$ cat config.mk
export PLATFORM = sky130hd
export DESIGN_NAME = sar_host_seq
export DESIGN_NICKNAME = d
export VERILOG_FILES = /design/src/rtl/sar_seq_pkg.sv /design/src/rtl/sar_seq_ctrl.sv /design/src/rtl/sar_seq_dpath.sv /design/src/rtl/sar_host_seq.sv
export SDC_FILE = /design/constraint.sdc
export NUM_CORES = 1
export LEC_CHECK = 0
export BUFFER_PORTS_ARGS = -buffer_cell sky130_fd_sc_hd__buf_4
export CORE_UTILIZATION = 35
export CTS_CLUSTER_DIAMETER = 200
export CTS_CLUSTER_SIZE = 8
export DETAILED_ROUTE_END_ITERATION = 12
export PLACE_DENSITY = 0.58
export SETUP_SLACK_MARGIN = 0.2
export SYNTH_ARGS = -nofsm -noshare
export SYNTH_HDL_FRONTEND = slang
export SYNTH_HIERARCHICAL = 1
export SYNTH_SLANG_ARGS = --single-unit
$ cat constraint.sdc
create_clock -name clk -period 1.95 [get_ports clk]
set_input_delay 0.585 -clock clk [delete_from_list [all_inputs] [get_ports clk]]
set_output_delay 0.585 -clock clk [all_outputs]
set_load 0.01 [all_outputs]
$ cat src/rtl/sar_seq_pkg.sv
package sar_seq_pkg;

  // Strobes passed from the control half to the datapath half.
  typedef struct packed {
    logic divRun;   // conversion clock divider may run (synchronised busy)
    logic capture;  // latch the converter word this cycle
  } seqStrobe_t;

endpackage

$ cat src/rtl/sar_seq_ctrl.sv
module sar_seq_ctrl
  import sar_seq_pkg::*;
#(
  parameter int SYNC_STAGES  = 2,
  parameter int RATE_LO_LOG2 = 7,
  parameter int RATE_HI_LOG2 = 8,
  parameter int TIMEOUT_CYC  = 12288
) (
  input  logic       clk,
  input  logic       rst,
  input  logic       busyIn,
  input  logic       rateSel,
  input  logic       convClkIn,
  output logic       sampleReq,
  output logic       timeoutErr,
  output seqStrobe_t strobe
);

  localparam int RATE_W = (RATE_HI_LOG2 > RATE_LO_LOG2) ? RATE_HI_LOG2 : RATE_LO_LOG2;
  localparam int TMR_W  = $clog2(TIMEOUT_CYC + 1);
  localparam logic [TMR_W-1:0] TMR_LAST = TMR_W'(TIMEOUT_CYC - 1);
  localparam logic [TMR_W-1:0] TMR_MAX  = TMR_W'(TIMEOUT_CYC);

  generate
    if (SYNC_STAGES < 2) begin : g_bad_sync
      $error("SYNC_STAGES must be at least 2");
    end
  endgenerate

  // Busy synchroniser and edge detect
  logic [SYNC_STAGES-1:0] busySync;
  logic busyPrev;
  logic busyNow;
  logic busyFall;

  assign busyNow  = busySync[SYNC_STAGES-1];
  assign busyFall = busyPrev & ~busyNow;

  always_ff @(posedge clk) begin
    if (rst) begin
      busySync <= '0;
      busyPrev <= 1'b0;
    end else begin
      busySync <= {busySync[SYNC_STAGES-2:0], busyIn};
      busyPrev <= busyNow;
    end
  end

  // Rate counter and sample request
  logic [RATE_W-1:0] rateCnt;
  logic rateTap;
  logic sampleDly;
  logic sampleRise;

  assign rateTap    = rateSel ? rateCnt[RATE_HI_LOG2-1] : rateCnt[RATE_LO_LOG2-1];
  assign sampleRise = sampleReq & ~sampleDly;

  always_ff @(posedge clk) begin
    if (rst) begin
      rateCnt   <= '0;
      sampleReq <= 1'b0;
      sampleDly <= 1'b0;
    end else begin
      rateCnt   <= rateCnt + 1'b1;
      sampleDly <= sampleReq;
      // edges of the request only while the conversion clock is low
      if (!convClkIn) sampleReq <= rateTap;
    end
  end

  // Conversion-time watchdog
  logic armed;
  logic [TMR_W-1:0] tmr;

  always_ff @(posedge clk) begin
    if (rst) begin
      armed      <= 1'b0;
      tmr        <= '0;
      timeoutErr <= 1'b0;
    end else begin
      if (busyFall) begin
        armed <= 1'b0;
        tmr   <= '0;
      end else if (sampleRise && !armed) begin
        armed <= 1'b1;
        tmr   <= '0;
      end else if (armed && tmr != TMR_MAX) begin
        tmr <= tmr + 1'b1;
      end
      if (armed && !busyFall && tmr == TMR_LAST) timeoutErr <= 1'b1;
    end
  end

  always_comb begin
    strobe         = '0;
    strobe.divRun  = busyNow;
    strobe.capture = busyFall;
  end

endmodule

$ cat src/rtl/sar_seq_dpath.sv
module sar_seq_dpath
  import sar_seq_pkg::*;
#(
  parameter int DATA_W     = 16,
  parameter int PULSES     = 17,
  parameter int CLK_LO_CYC = 1,
  parameter int CLK_HI_CYC = 1
) (
  input  logic              clk,
  input  logic              rst,
  input  seqStrobe_t        strobe,
  input  logic [DATA_W-1:0] convData,
  input  logic              offsetBin,
  output logic              convClk,
  output logic [DATA_W-1:0] dataOut,
  output logic              dataValid
);

  localparam int PH_MAX = (CLK_LO_CYC > CLK_HI_CYC) ? CLK_LO_CYC : CLK_HI_CYC;
  localparam int PH_W   = (PH_MAX > 1) ? $clog2(PH_MAX) : 1;
  localparam int PC_W   = $clog2(PULSES + 1);
  localparam logic [PH_W-1:0] LO_END = PH_W'(CLK_LO_CYC - 1);
  localparam logic [PH_W-1:0] HI_END = PH_W'(CLK_HI_CYC - 1);

  generate
    if (CLK_LO_CYC < CLK_HI_CYC) begin : g_bad_duty
      $error("conversion clock low phase must be at least half the period");
    end
  endgenerate

  // Gated conversion clock divider
  logic [PH_W-1:0] phaseCnt;
  logic [PC_W-1:0] pulseCnt;
  logic burstDone;
  logic phaseEnd;

  assign burstDone = (pulseCnt == PC_W'(PULSES));
  assign phaseEnd  = (phaseCnt == (convClk ? HI_END : LO_END));

  always_ff @(posedge clk) begin
    if (rst || !strobe.divRun) begin
      phaseCnt <= '0;
      pulseCnt <= '0;
      convClk  <= 1'b0;
    end else if (!burstDone) begin
      if (phaseEnd) begin
        phaseCnt <= '0;
        convClk  <= ~convClk;
        if (!convClk) pulseCnt <= pulseCnt + 1'b1;
      end else begin
        phaseCnt <= phaseCnt + 1'b1;
      end
    end
  end

  // Result capture and output coding
  logic [DATA_W-1:0] coded;
  assign coded = {convData[DATA_W-1] ^ offsetBin, convData[DATA_W-2:0]};

  always_ff @(posedge clk) begin
    if (rst) begin
      dataOut   <= '0;
      dataValid <= 1'b0;
    end else begin
      dataValid <= strobe.capture;
      if (strobe.capture) dataOut <= coded;
    end
  end

endmodule

$ cat src/rtl/sar_host_seq.sv
module sar_host_seq
  import sar_seq_pkg::*;
#(
  parameter int DATA_W       = 16,
  parameter int PULSES       = 17,
  parameter int CLK_LO_CYC   = 1,
  parameter int CLK_HI_CYC   = 1,
  parameter int SYNC_STAGES  = 2,
  parameter int RATE_LO_LOG2 = 7,
  parameter int RATE_HI_LOG2 = 8,
  parameter int TIMEOUT_CYC  = 12288
) (
  input  logic              clk,
  input  logic              rst,
  input  logic              rateSel,
  input  logic              offsetBin,
  input  logic              busyIn,
  input  logic [DATA_W-1:0] convData,
  output logic              sampleReq,
  output logic              convClk,
  output logic [DATA_W-1:0] dataOut,
  output logic              dataValid,
  output logic              timeoutErr
);

  seqStrobe_t strobe;

  sar_seq_ctrl #(
    .SYNC_STAGES (SYNC_STAGES),
    .RATE_LO_LOG2(RATE_LO_LOG2),
    .RATE_HI_LOG2(RATE_HI_LOG2),
    .TIMEOUT_CYC (TIMEOUT_CYC)
  ) i_ctrl (
    .clk       (clk),
    .rst       (rst),
    .busyIn    (busyIn),
    .rateSel   (rateSel),
    .convClkIn (convClk),
    .sampleReq (sampleReq),
    .timeoutErr(timeoutErr),
    .strobe    (strobe)
  );

  sar_seq_dpath #(
    .DATA_W    (DATA_W),
    .PULSES    (PULSES),
    .CLK_LO_CYC(CLK_LO_CYC),
    .CLK_HI_CYC(CLK_HI_CYC)
  ) i_dpath (
    .clk      (clk),
    .rst      (rst),
    .strobe   (strobe),
    .convData (convData),
    .offsetBin(offsetBin),
    .convClk  (convClk),
    .dataOut  (dataOut),
    .dataValid(dataValid)
  );

endmodule

==> impl_metrics.xml, run 1 <==
<?xml version="1.0" encoding="UTF-8"?>
<metrics>
  <group name="run_status">
    <metric name="run_status" unit="">completed</metric>
  </group>
  <group name="timing">
    <metric name="rsz0062_at_grt" unit="">false</metric>
    <metric name="final.setup_skew" unit="ps">6.81</metric>
    <metric name="timing.slew.headroom" unit="%">76.2</metric>
    <metric name="max_freq" unit="MHz">641</metric>
    <metric name="timing_worst_slew_pin_value" unit="ps">357</metric>
    <metric name="finalSetupTns" unit="ps">0</metric>
    <metric name="report.final.setup_viol" unit="">0</metric>
    <metric name="timing.final.max_slew_violations" unit="">0</metric>
    <metric name="final.min_clock_period" unit="ps">1560</metric>
    <metric name="finalCritPeriodShare" unit="%">80.0</metric>
    <metric name="finalHoldViolations" unit="">0</metric>
  </group>
  <group name="cts">
    <metric name="tritoncts" unit="">done</metric>
    <metric name="post_cts_resize_count" unit="">0</metric>
    <metric name="clock_tree.htree_level_count" unit="">2</metric>
    <metric name="cts_made_buffers" unit="">5</metric>
    <metric name="clock_sink_count" unit="">52</metric>
    <metric name="clk-insertion-delay-late" unit="ps">300</metric>
    <metric name="cts.repair_timing.setup_buffer_count" unit="">0</metric>
    <metric name="clockRootBuffer" unit="">clkbuf_8</metric>
    <metric name="clk_pin_slew" unit="ps">90</metric>
    <metric name="cts_hold_buf" unit="">0</metric>
    <metric name="clockBufferDepth" unit="">2</metric>
  </group>
  <group name="yosys">
    <metric name="asyncSetResetFlopFracSynth" unit="%">0</metric>
    <metric name="synth_seq_area_share" unit="%">48.3</metric>
    <metric name="postSynthAreaPerCell" unit="um2">9.63</metric>
    <metric name="synth_edf_count" unit="">0</metric>
    <metric name="synth_cell_types" unit="">38</metric>
    <metric name="syn_inst" unit="">224</metric>
    <metric name="yosys_warnings" unit="">6</metric>
    <metric name="synth_seq_cells" unit="">52</metric>
    <metric name="syn-cell-area" unit="um2">2160</metric>
    <metric name="synth_top_flop_cell" unit="">dfxtp_1</metric>
    <metric name="postSynthNetCount" unit="">250</metric>
  </group>
  <group name="global_route">
    <metric name="grt.total_usage" unit="%">13.5</metric>
    <metric name="grt_pass1_wl" unit="mm">6.71</metric>
    <metric name="antenna_violations_before_repair" unit="">0</metric>
    <metric name="vias_in_the_first_global_route" unit="">1532</metric>
    <metric name="grt_start_max_net_pins" unit="">36</metric>
    <metric name="grt_overflow" unit="">0</metric>
  </group>
  <group name="drt">
    <metric name="route.detailed.vias_per_inst" unit="">4.77</metric>
    <metric name="route.met2.wl" unit="mm">1.82</metric>
    <metric name="wirelength_met1" unit="mm">1.98</metric>
    <metric name="routed_wl" unit="mm">4.00</metric>
    <metric name="first_pass_iters" unit="">4</metric>
    <metric name="detailroute.via_count" unit="">1628</metric>
    <metric name="met3_length" unit="um">137</metric>
    <metric name="top_signal_layer_used" unit="">met4</metric>
    <metric name="drt-wirelength-per-cell" unit="um">11.7</metric>
    <metric name="ant_nets" unit="">0</metric>
    <metric name="drc" unit="">0</metric>
    <metric name="number_of_drc_markers_in_iteration_0" unit="">58</metric>
  </group>
  <group name="floorplan">
    <metric name="die_width" unit="um">80.5</metric>
    <metric name="design.portCount" unit="">41</metric>
    <metric name="area_of_the_core" unit="um2">5920</metric>
    <metric name="fp.dieArea" unit="um2">6480</metric>
    <metric name="cell_rows" unit="">28</metric>
    <metric name="initial_utilization" unit="%">36.4</metric>
    <metric name="die_h" unit="um">80.5</metric>
  </group>
  <group name="final_layout">
    <metric name="total_non_filler_cell_area_in_the_finished_layout" unit="um2">2620</metric>
    <metric name="final_layout_size_suffix_gt1_share" unit="%">22.2</metric>
    <metric name="most_used_cells_in_the_layout_excluding_fill_and_tap_cells" unit="">dfxtp_1, buf_4, nor2_1, mux2i_1, xor2_1</metric>
    <metric name="most_common_library_cell_in_the_layout_ignoring_fill_and_taps" unit="">dfxtp_1</metric>
    <metric name="synthToLayoutAreaGrowth" unit="%">21.4</metric>
    <metric name="num-nets-final" unit="">291</metric>
    <metric name="antenna_cells" unit="">0</metric>
  </group>
  <group name="pwr">
    <metric name="total_leakage_power" unit="nW">1.01</metric>
    <metric name="power.density" unit="nW/um2">688</metric>
    <metric name="ir_worst_vdd" unit="mV">0.337</metric>
  </group>
  <group name="min_path">
    <metric name="holdCritPathClass" unit="">flip-flop to flip-flop</metric>
  </group>
  <group name="place">
    <metric name="placed_area" unit="um2">2530</metric>
    <metric name="dp.final_hpwl" unit="mm">2.78</metric>
    <metric name="numPortBuffers" unit="">40</metric>
    <metric name="gpl.final_weighted_congestion" unit="">0.777</metric>
  </group>
  <group name="worst_setup_path">
    <metric name="path_buf_inv" unit="">1</metric>
    <metric name="slowest_stage" unit="">dfxtp_1</metric>
    <metric name="crit_family" unit="">flip-flops</metric>
    <metric name="crit_chain" unit="">buf_4</metric>
    <metric name="cp-end-kind" unit="">primary output</metric>
    <metric name="cp.required" unit="ps">1360</metric>
    <metric name="worstSetupStartpointType" unit="">flip-flop</metric>
    <metric name="cp_slowest_stage_delay" unit="ps">490</metric>
    <metric name="worstPathMaxFanout" unit="">9</metric>
    <metric name="critPathKind" unit="">flip-flop to primary output</metric>
    <metric name="worst-endpoint-arrival" unit="ps">970</metric>
  </group>
  <group name="flow_run">
    <metric name="max_cap_viols" unit="">0</metric>
  </group>
</metrics>
registers in the layout (all words and copies together) (netlist names):
| register | cells |
|---|---|
| i_dpath/dataOut | 16 |
| i_dpath/convClk | 1 |
| i_ctrl/tmr | 14 |
| i_ctrl/armed | 1 |
| i_ctrl/busyPrev | 1 |
| i_ctrl/sampleDly | 1 |
| i_dpath/dataValid | 1 |
| i_ctrl/busySync | 2 |
| i_dpath/pulseCnt | 5 |
| i_ctrl/rateCnt | 8 |
| i_ctrl/sampleReq | 1 |
| i_ctrl/timeoutErr | 1 |
worst paths after layout:
| check | start | end | slack, ps | depth (start not counted) |
|---|---|---|---|---|
| min reg2reg | i_ctrl/busySync[0]$_SDFF_PP0_ | i_ctrl/busySync[1]$_SDFF_PP0_ | 440 | 1 |
| max | i_dpath/convClk$_SDFFE_PP0P_ | convClk | 390 | 1 |
| min | i_ctrl/busySync[0]$_SDFF_PP0_ | i_ctrl/busySync[1]$_SDFF_PP0_ | 440 | 1 |
| max reg2reg | i_ctrl/tmr[0]$_SDFFE_PP0P_ | i_ctrl/tmr[12]$_SDFFE_PP0P_ | 440 | 7 |
layout make-up:
cell class	count	area, um2
fill	581	3300
multi-input combinational	156	1040
sequential	52	1040
timing repair buffer	44	330
tap	75	93.8
clock buffer	6	72.6
inverter	6	22.5
clock inverter	2	16.3
power breakdown:
group | internal (mW) | switching [mW]
logic | 0.0568 | 0.0453
clock network | 0.256 | 0.356
registers | 1.08 | 0.0104
total | 1.39 | 0.412
synth_stat cells, types with 5 or more instances:
| cell type | instances | share of area, % |
|---|---|---|
| and3_1 | 5 | 1.5 |
| xor2_1 | 11 | 4.5 |
| xnor2_1 | 7 | 2.8 |
| nand2_1 | 8 | 1.4 |
| mux2i_1 | 17 | 7.9 |
| a21oi_1 | 7 | 1.6 |
| inv_1 | 6 | 1.0 |
| nand4_1 | 7 | 2.0 |
| dfxtp_1 | 52 | 48 |
| nor2b_1 | 7 | 2.0 |
| ha_1 | 5 | 2.9 |
| nor2_1 | 38 | 6.6 |
| nand3_1 | 8 | 1.9 |
metrics by stage:
step	power, mW	setup WS, ps	hold slack [ps]	utilization, %	std cells
final	1.80	390	445	44.2	341
after global routing	1.88	306	458	44.2	341
after CTS	1.83	373	448	44.2	341
after detailed placement	1.22	447	424	42.7	333
after global placement	1.21	473	423	42.7	333
after floorplan	1.16	407	413	-	224
logic make-up (layout without fill, tap and decap cells):
| group | after synthesis | in the layout | synth area share, % |
|---|---|---|---|
| AOI/OAI and AO/OA | 20 | 20 | 6.38 |
| muxes | 17 | 17 | 7.89 |
| and+or+nand+nor | 96 | 96 | 23.7 |
| DFF | 52 | 52 | 48.3 |
| xor gates and xnor gates | 18 | 18 | 7.31 |
| buffers and inverters | 16 | 58 | 3.54 |
| adders and majority gates | 5 | 5 | 2.90 |
routing by layer:
layer	vias to the layer above	GRT usage [%]
met5	-	0
met4	0	5.89
met3	8	3.07
met2	27	21.1
met1	746	17.5
li1	847	-
No activity file was read; power rests on OpenSTA's default activity.
==> inputs of run 2 (changes only) <==
- clock period: 1.95 -> 1.5 ns (I/O delays scaled with it)
==> run 2 against run 1 <==
  * Flip-flop and latch count did not move
  * Global-route usage increased by 0.52 points
  * Worst hold slack got worse by 91 ps
  * Combinational power is 46% higher
  * Critical path depth increased by 5
  * Non-clock buffer count grew 19
  * Clock skew barely moved
  * Critical path type is now flip-flop to flip-flop
  * Critical endpoint is now i_ctrl/tmr[12]$_SDFFE_PP0P_
  * Largest cell class unchanged
==> impl_metrics.xml, run 2 (synthesized netlist as in run 1, its figures left out) <==
<?xml version="1.0" encoding="UTF-8"?>
<metrics>
  <group name="global_route">
    <metric name="grt_pass1_wl" unit="mm">7.00</metric>
    <metric name="grt_start_max_net_pins" unit="">22</metric>
    <metric name="antenna_violations_before_repair" unit="">0</metric>
    <metric name="grt.total_usage" unit="%">14.0</metric>
    <metric name="vias_in_the_first_global_route" unit="">1524</metric>
    <metric name="grt_overflow" unit="">0</metric>
  </group>
  <group name="drt">
    <metric name="drc" unit="">0</metric>
    <metric name="detailroute.via_count" unit="">1737</metric>
    <metric name="routed_wl" unit="mm">4.40</metric>
    <metric name="first_pass_iters" unit="">4</metric>
    <metric name="ant_nets" unit="">0</metric>
    <metric name="drt-wirelength-per-cell" unit="um">12.2</metric>
    <metric name="route.detailed.vias_per_inst" unit="">4.83</metric>
    <metric name="number_of_drc_markers_in_iteration_0" unit="">35</metric>
  </group>
  <group name="timing">
    <metric name="timing.final.max_slew_violations" unit="">0</metric>
    <metric name="final.min_clock_period" unit="ps">1380</metric>
    <metric name="finalSetupTns" unit="ps">0</metric>
    <metric name="max_freq" unit="MHz">726</metric>
    <metric name="timing_worst_slew_pin_value" unit="ps">328</metric>
    <metric name="finalHoldViolations" unit="">0</metric>
    <metric name="final.setup_skew" unit="ps">6.93</metric>
    <metric name="finalCritPeriodShare" unit="%">91.9</metric>
    <metric name="timing.slew.headroom" unit="%">78.1</metric>
    <metric name="report.final.setup_viol" unit="">0</metric>
    <metric name="rsz0062_at_grt" unit="">true</metric>
  </group>
  <group name="floorplan">
    <metric name="cell_rows" unit="">28</metric>
    <metric name="die_h" unit="um">80.5</metric>
    <metric name="area_of_the_core" unit="um2">5920</metric>
    <metric name="design.portCount" unit="">41</metric>
    <metric name="die_width" unit="um">80.5</metric>
    <metric name="initial_utilization" unit="%">36.4</metric>
    <metric name="fp.dieArea" unit="um2">6480</metric>
  </group>
  <group name="final_layout">
    <metric name="layout.area.seq" unit="um2">1070</metric>
    <metric name="most_common_library_cell_in_the_layout_ignoring_fill_and_taps" unit="">buf_4</metric>
    <metric name="num-nets-final" unit="">310</metric>
    <metric name="antenna_cells" unit="">0</metric>
    <metric name="multiInputGateArea" unit="um2">1130</metric>
    <metric name="largest_registers_ranked_by_flip_flop_count" unit="">i_dpath/dataOut: 16 flops, i_ctrl/tmr: 14 flops, i_ctrl/rateCnt: 8 flops</metric>
    <metric name="final_layout_size_suffix_gt1_share" unit="%">36.8</metric>
    <metric name="post_route_non_filler_standard_cell_count" unit="">360</metric>
    <metric name="synthToLayoutAreaGrowth" unit="%">35.3</metric>
    <metric name="fillerInstances" unit="">546</metric>
    <metric name="most_used_cells_in_the_layout_excluding_fill_and_tap_cells" unit="">buf_4, dfxtp_1, nor2_1, mux2i_1, xor2_1</metric>
    <metric name="largest_register_ffs" unit="">16</metric>
    <metric name="registers.top_by_ff_count" unit="">i_dpath/dataOut</metric>
  </group>
  <group name="worst_setup_path">
    <metric name="worst-endpoint-arrival" unit="ps">1620</metric>
    <metric name="critPathKind" unit="">flip-flop to flip-flop</metric>
    <metric name="worstSetupStartpointType" unit="">flip-flop</metric>
    <metric name="worstPathMaxFanout" unit="">5</metric>
    <metric name="cp.required" unit="ps">1750</metric>
    <metric name="cp-end-kind" unit="">flip-flop</metric>
  </group>
  <group name="cts">
    <metric name="cts_hold_buf" unit="">0</metric>
    <metric name="clock_sink_count" unit="">52</metric>
    <metric name="clockRootBuffer" unit="">clkbuf_8</metric>
    <metric name="clockBufferDepth" unit="">2</metric>
    <metric name="clk-insertion-delay-late" unit="ps">300</metric>
    <metric name="clk_pin_slew" unit="ps">90</metric>
    <metric name="tritoncts" unit="">done</metric>
    <metric name="clock_tree.htree_level_count" unit="">2</metric>
    <metric name="cts_made_buffers" unit="">5</metric>
  </group>
  <group name="place">
    <metric name="numPortBuffers" unit="">40</metric>
    <metric name="gpl.final_weighted_congestion" unit="">0.797</metric>
    <metric name="placedCellCount" unit="">339</metric>
    <metric name="dp.final_hpwl" unit="mm">2.87</metric>
  </group>
  <group name="pwr">
    <metric name="total_leakage_power" unit="nW">1.15</metric>
    <metric name="power.density" unit="nW/um2">799</metric>
    <metric name="ir_worst_vdd" unit="mV">0.474</metric>
  </group>
  <group name="run_status">
    <metric name="run_status" unit="">completed</metric>
  </group>
  <group name="flow_run">
    <metric name="max_cap_viols" unit="">0</metric>
  </group>
  <group name="min_path">
    <metric name="holdCritPathClass" unit="">input pin to flip-flop</metric>
  </group>
</metrics>
[run 2: layer usage]
layer	track usage (%)	vias up	wire, um	part of all wire [%]
li1	-	885	-	-
met1	18.7	813	2080	47
met2	21.8	34	2100	48
met3	3.75	5	175	4.0
met4	4.29	0	44	1.0
met5	0	-	0	0
[run 2: final timing paths]
path	from	to	slack [ps]	cells after the start
max	i_ctrl/tmr[1]$_SDFFE_PP0P_	i_ctrl/tmr[12]$_SDFFE_PP0P_	120	6
min reg2reg	i_ctrl/busySync[0]$_SDFF_PP0_	i_ctrl/busySync[1]$_SDFF_PP0_	440	1
max reg2reg	i_ctrl/tmr[1]$_SDFFE_PP0P_	i_ctrl/tmr[12]$_SDFFE_PP0P_	120	6
min	busyIn	i_ctrl/busySync[0]$_SDFF_PP0_	350	2
[run 2: through the flow]
stage                     power (mW)  hold slack, ps  setup WS, ps  utilization, %  instance area, um2
after floorplan                 1.51             413           198               -                2190
after global placement          1.58             425          29.8            44.2                2620
after detailed placement        1.58             420          23.8            44.2                2620
after CTS                       2.37             338           117            47.6                2820
after global routing            2.44             337          67.6            49.3                2920
final                           2.33             354           122            49.3                2920
[run 2: repair_timing]
item	4_1_cts	5_1_grt
pin swaps	9	3
buffers inserted	8	4
resized for setup	18	14
gates cloned	0	1
setup endpoints to repair	12	19
[run 2: layout make-up]
cell class                      count  share of cell area (%)
Multi-Input combinational cell    156                    38.8
Sequential cell                    52                    36.6
Timing Repair Buffer               63                    17.5
Tap cell                           75                    3.21
Clock buffer                        5                    2.36
Inverter                            6                   0.857
Clock inverter                      3                   0.643
[run 2: critical path, stage by stage, from the launching register on]
cell and delay [ps]:
dfxtp_4 360, inv_2 80, ha_4 120, nor4b_4 230, a41oi_4 200, a31o_1 230, a21oi_2 100
[run 2: power breakdown]
group	internal [mW]	leakage [nW]	total [mW]	switching, mW
registers	1.39	0.428	1.40	0.0129
logic	0.0865	0.678	0.149	0.0627
clock network	0.326	0.0479	0.780	0.454
total	1.80	1.15	2.33	0.529
==> inputs of run 3 (changes only) <==
- CORE_UTILIZATION: 35 -> 34
- PLACE_DENSITY: 0.58 -> 0.56
==> run 3 against run 2 <==
  * Critical path depth down 2
  * Count of clock-buffer cells in the layout stayed put
  * Non-clock buffer count is 3 lower
  * Combinational power decreased by 5%
  * Clock skew shrank 1.3 ps
  * Total power rose by 1.3%
  * Critical path type unchanged
  * Largest power group unchanged
==> impl_metrics.xml, run 3 (synthesized netlist as in run 1, its figures left out) <==
<?xml version="1.0" encoding="UTF-8"?>
<metrics>
  <group name="floorplan">
    <metric name="die_h" unit="um">81.7</metric>
    <metric name="area_of_the_core" unit="um2">6030</metric>
    <metric name="design.portCount" unit="">41</metric>
    <metric name="cell_rows" unit="">28</metric>
    <metric name="initial_utilization" unit="%">35.8</metric>
    <metric name="fp.dieArea" unit="um2">6670</metric>
    <metric name="die_width" unit="um">81.7</metric>
  </group>
  <group name="pwr">
    <metric name="power.density" unit="nW/um2">812</metric>
    <metric name="total_leakage_power" unit="nW">1.13</metric>
    <metric name="p_switching" unit="uW">557</metric>
    <metric name="p_int" unit="mW">1.81</metric>
    <metric name="p_sw_share" unit="%">23.6</metric>
    <metric name="total_design_power" unit="mW">2.36</metric>
    <metric name="power.sequential.fraction" unit="%">59.4</metric>
    <metric name="combinationalPowerShare" unit="%">6.0</metric>
    <metric name="ir_worst_vdd" unit="mV">0.454</metric>
    <metric name="p_clk_share" unit="%">34.6</metric>
  </group>
  <group name="drt">
    <metric name="routed_wl" unit="mm">4.53</metric>
    <metric name="first_pass_iters" unit="">4</metric>
    <metric name="top_signal_layer_used" unit="">met4</metric>
    <metric name="route.met2.wl" unit="mm">2.08</metric>
    <metric name="met3_length" unit="um">154</metric>
    <metric name="number_of_drc_markers_in_iteration_0" unit="">60</metric>
    <metric name="ant_nets" unit="">0</metric>
    <metric name="detailroute.via_count" unit="">1715</metric>
    <metric name="wirelength_met1" unit="mm">2.22</metric>
    <metric name="drt-wirelength-per-cell" unit="um">12.7</metric>
    <metric name="route.detailed.vias_per_inst" unit="">4.80</metric>
    <metric name="drc" unit="">0</metric>
  </group>
  <group name="timing">
    <metric name="timing.final.max_slew_violations" unit="">0</metric>
    <metric name="report.final.setup_viol" unit="">0</metric>
    <metric name="rsz0062_at_grt" unit="">true</metric>
    <metric name="finalSetupTns" unit="ps">0</metric>
    <metric name="timing.slew.headroom" unit="%">78.4</metric>
    <metric name="timing_worst_slew_pin_value" unit="ps">324</metric>
    <metric name="hold_ws" unit="ps">349</metric>
    <metric name="final.setup_skew" unit="ps">5.61</metric>
    <metric name="max_freq" unit="MHz">733</metric>
    <metric name="final.min_clock_period" unit="ps">1360</metric>
    <metric name="finalHoldViolations" unit="">0</metric>
    <metric name="finalCritPeriodShare" unit="%">91.0</metric>
  </group>
  <group name="worst_setup_path">
    <metric name="worstSetupStartpointType" unit="">flip-flop</metric>
    <metric name="critPathKind" unit="">flip-flop to flip-flop</metric>
    <metric name="cp_slowest_stage_delay" unit="ps">460</metric>
    <metric name="cp.required" unit="ps">1750</metric>
    <metric name="cp-end-kind" unit="">flip-flop</metric>
    <metric name="crit_family" unit="">compound AO/OA/AOI/OAI gates</metric>
    <metric name="crit_chain" unit="">nor3b_2 &gt; a41oi_2 &gt; a31o_1 &gt; a21oi_2</metric>
    <metric name="worst-endpoint-arrival" unit="ps">1620</metric>
    <metric name="slowest_stage" unit="">dfxtp_1</metric>
    <metric name="path_buf_inv" unit="">0</metric>
    <metric name="worstPathMaxFanout" unit="">5</metric>
  </group>
  <group name="flow_run">
    <metric name="max_cap_viols" unit="">0</metric>
  </group>
  <group name="place">
    <metric name="gpl.final_weighted_congestion" unit="">0.732</metric>
    <metric name="dp.final_hpwl" unit="mm">3.00</metric>
    <metric name="numPortBuffers" unit="">40</metric>
  </group>
  <group name="cts">
    <metric name="clock_tree.htree_level_count" unit="">2</metric>
    <metric name="clk-insertion-delay-late" unit="ps">310</metric>
    <metric name="clockBufferDepth" unit="">2</metric>
    <metric name="clk_pin_slew" unit="ps">100</metric>
    <metric name="clock_sink_count" unit="">52</metric>
    <metric name="tritoncts" unit="">done</metric>
    <metric name="clockRootBuffer" unit="">clkbuf_8</metric>
    <metric name="cts_made_buffers" unit="">5</metric>
  </group>
  <group name="final_layout">
    <metric name="final_layout_size_suffix_gt1_share" unit="%">36.9</metric>
    <metric name="most_common_library_cell_in_the_layout_ignoring_fill_and_taps" unit="">buf_4</metric>
    <metric name="synthToLayoutAreaGrowth" unit="%">34.9</metric>
    <metric name="fillerInstances" unit="">598</metric>
    <metric name="antenna_cells" unit="">0</metric>
    <metric name="num-nets-final" unit="">307</metric>
    <metric name="largest_register_ffs" unit="">16</metric>
    <metric name="layout.area.seq" unit="um2">1070</metric>
    <metric name="multiInputGateArea" unit="um2">1160</metric>
    <metric name="largest_registers_ranked_by_flip_flop_count" unit="">i_dpath/dataOut: 16 flops, i_ctrl/tmr: 14 flops, i_ctrl/rateCnt: 8 flops</metric>
    <metric name="registers.top_by_ff_count" unit="">i_dpath/dataOut</metric>
    <metric name="most_used_cells_in_the_layout_excluding_fill_and_tap_cells" unit="">buf_4, dfxtp_1, nor2_1, mux2i_1, xor2_1</metric>
  </group>
  <group name="min_path">
    <metric name="holdCritPathClass" unit="">input pin to flip-flop</metric>
  </group>
  <group name="global_route">
    <metric name="grt_start_max_net_pins" unit="">20</metric>
    <metric name="grt_pass1_wl" unit="mm">7.26</metric>
    <metric name="grt_overflow" unit="">0</metric>
    <metric name="grt.total_usage" unit="%">14.4</metric>
    <metric name="antenna_violations_before_repair" unit="">0</metric>
    <metric name="vias_in_the_first_global_route" unit="">1582</metric>
  </group>
  <group name="run_status">
    <metric name="run_status" unit="">completed</metric>
  </group>
</metrics>
[run 3: through the flow]
stage                     utilization, %  cell area [um2]  setup WS, ps  std cells
after CTS                           47.2             2840           107        355
after detailed placement            43.2             2600          47.2        339
final                               48.3             2910           135        357
after global placement              43.2             2600          13.2        339
after global routing                48.3             2910          69.6        357
after floorplan                        -             2190           198        224
[run 3: path summary, 6_finish.rpt]
path                                   endpoint                          from  slack [ps]  cells after the start
setup / recovery    i_ctrl/tmr[12]$_SDFFE_PP0P_   i_ctrl/tmr[12]$_SDFFE_PP0P_         140                      4
hold / removal    i_ctrl/busySync[0]$_SDFF_PP0_                        busyIn         350                      2
setup reg to reg    i_ctrl/tmr[12]$_SDFFE_PP0P_   i_ctrl/tmr[12]$_SDFFE_PP0P_         140                      4
hold reg to reg    i_ctrl/rateCnt[0]$_SDFF_PP0_  i_ctrl/rateCnt[0]$_SDFF_PP0_         450                      1
[run 3: worst reg2reg max path, delay by kind of cell, from the launching register on]
kind | cells | cell delay [ps]
DFF | 1 | 460
and+or+nand+nor | 1 | 250
AOI/OAI and AO/OA | 3 | 600
[run 3: what timing repair did]
| action | CTS | global route |
|---|---|---|
| hold buffers | 0 | 0 |
| gates resized for setup | 26 | 13 |
| setup buffers | 8 | 2 |
| setup endpoints to repair | 16 | 30 |
| pin swaps | 10 | 9 |
[run 3: power groups by stage]
stage | logic (mW) | registers (mW) | clock network, mW
after floorplan | 0.0624 | 1.45 | 0
after global placement | 0.136 | 1.45 | 0
after detailed placement | 0.137 | 1.45 | 0
after CTS | 0.141 | 1.40 | 0.853
after global routing | 0.158 | 1.41 | 0.907
final | 0.142 | 1.40 | 0.817
[run 3: metal layers]
metal / up-vias / global-route usage [%]
met4: 0 / 6.32
met1: 804 / 19.8
met2: 27 / 21.8
met5: - / 0
li1: 877 / -
met3: 7 / 3.00
[run 3: final cells by class]
type	count	area share, %
multi-input cells	156	40.0
flip-flops and latches	52	36.8
clock buffers	5	2.36
clock inverters	3	0.774
repair buffers	60	16.0
well taps	75	3.22
inverters	6	0.860
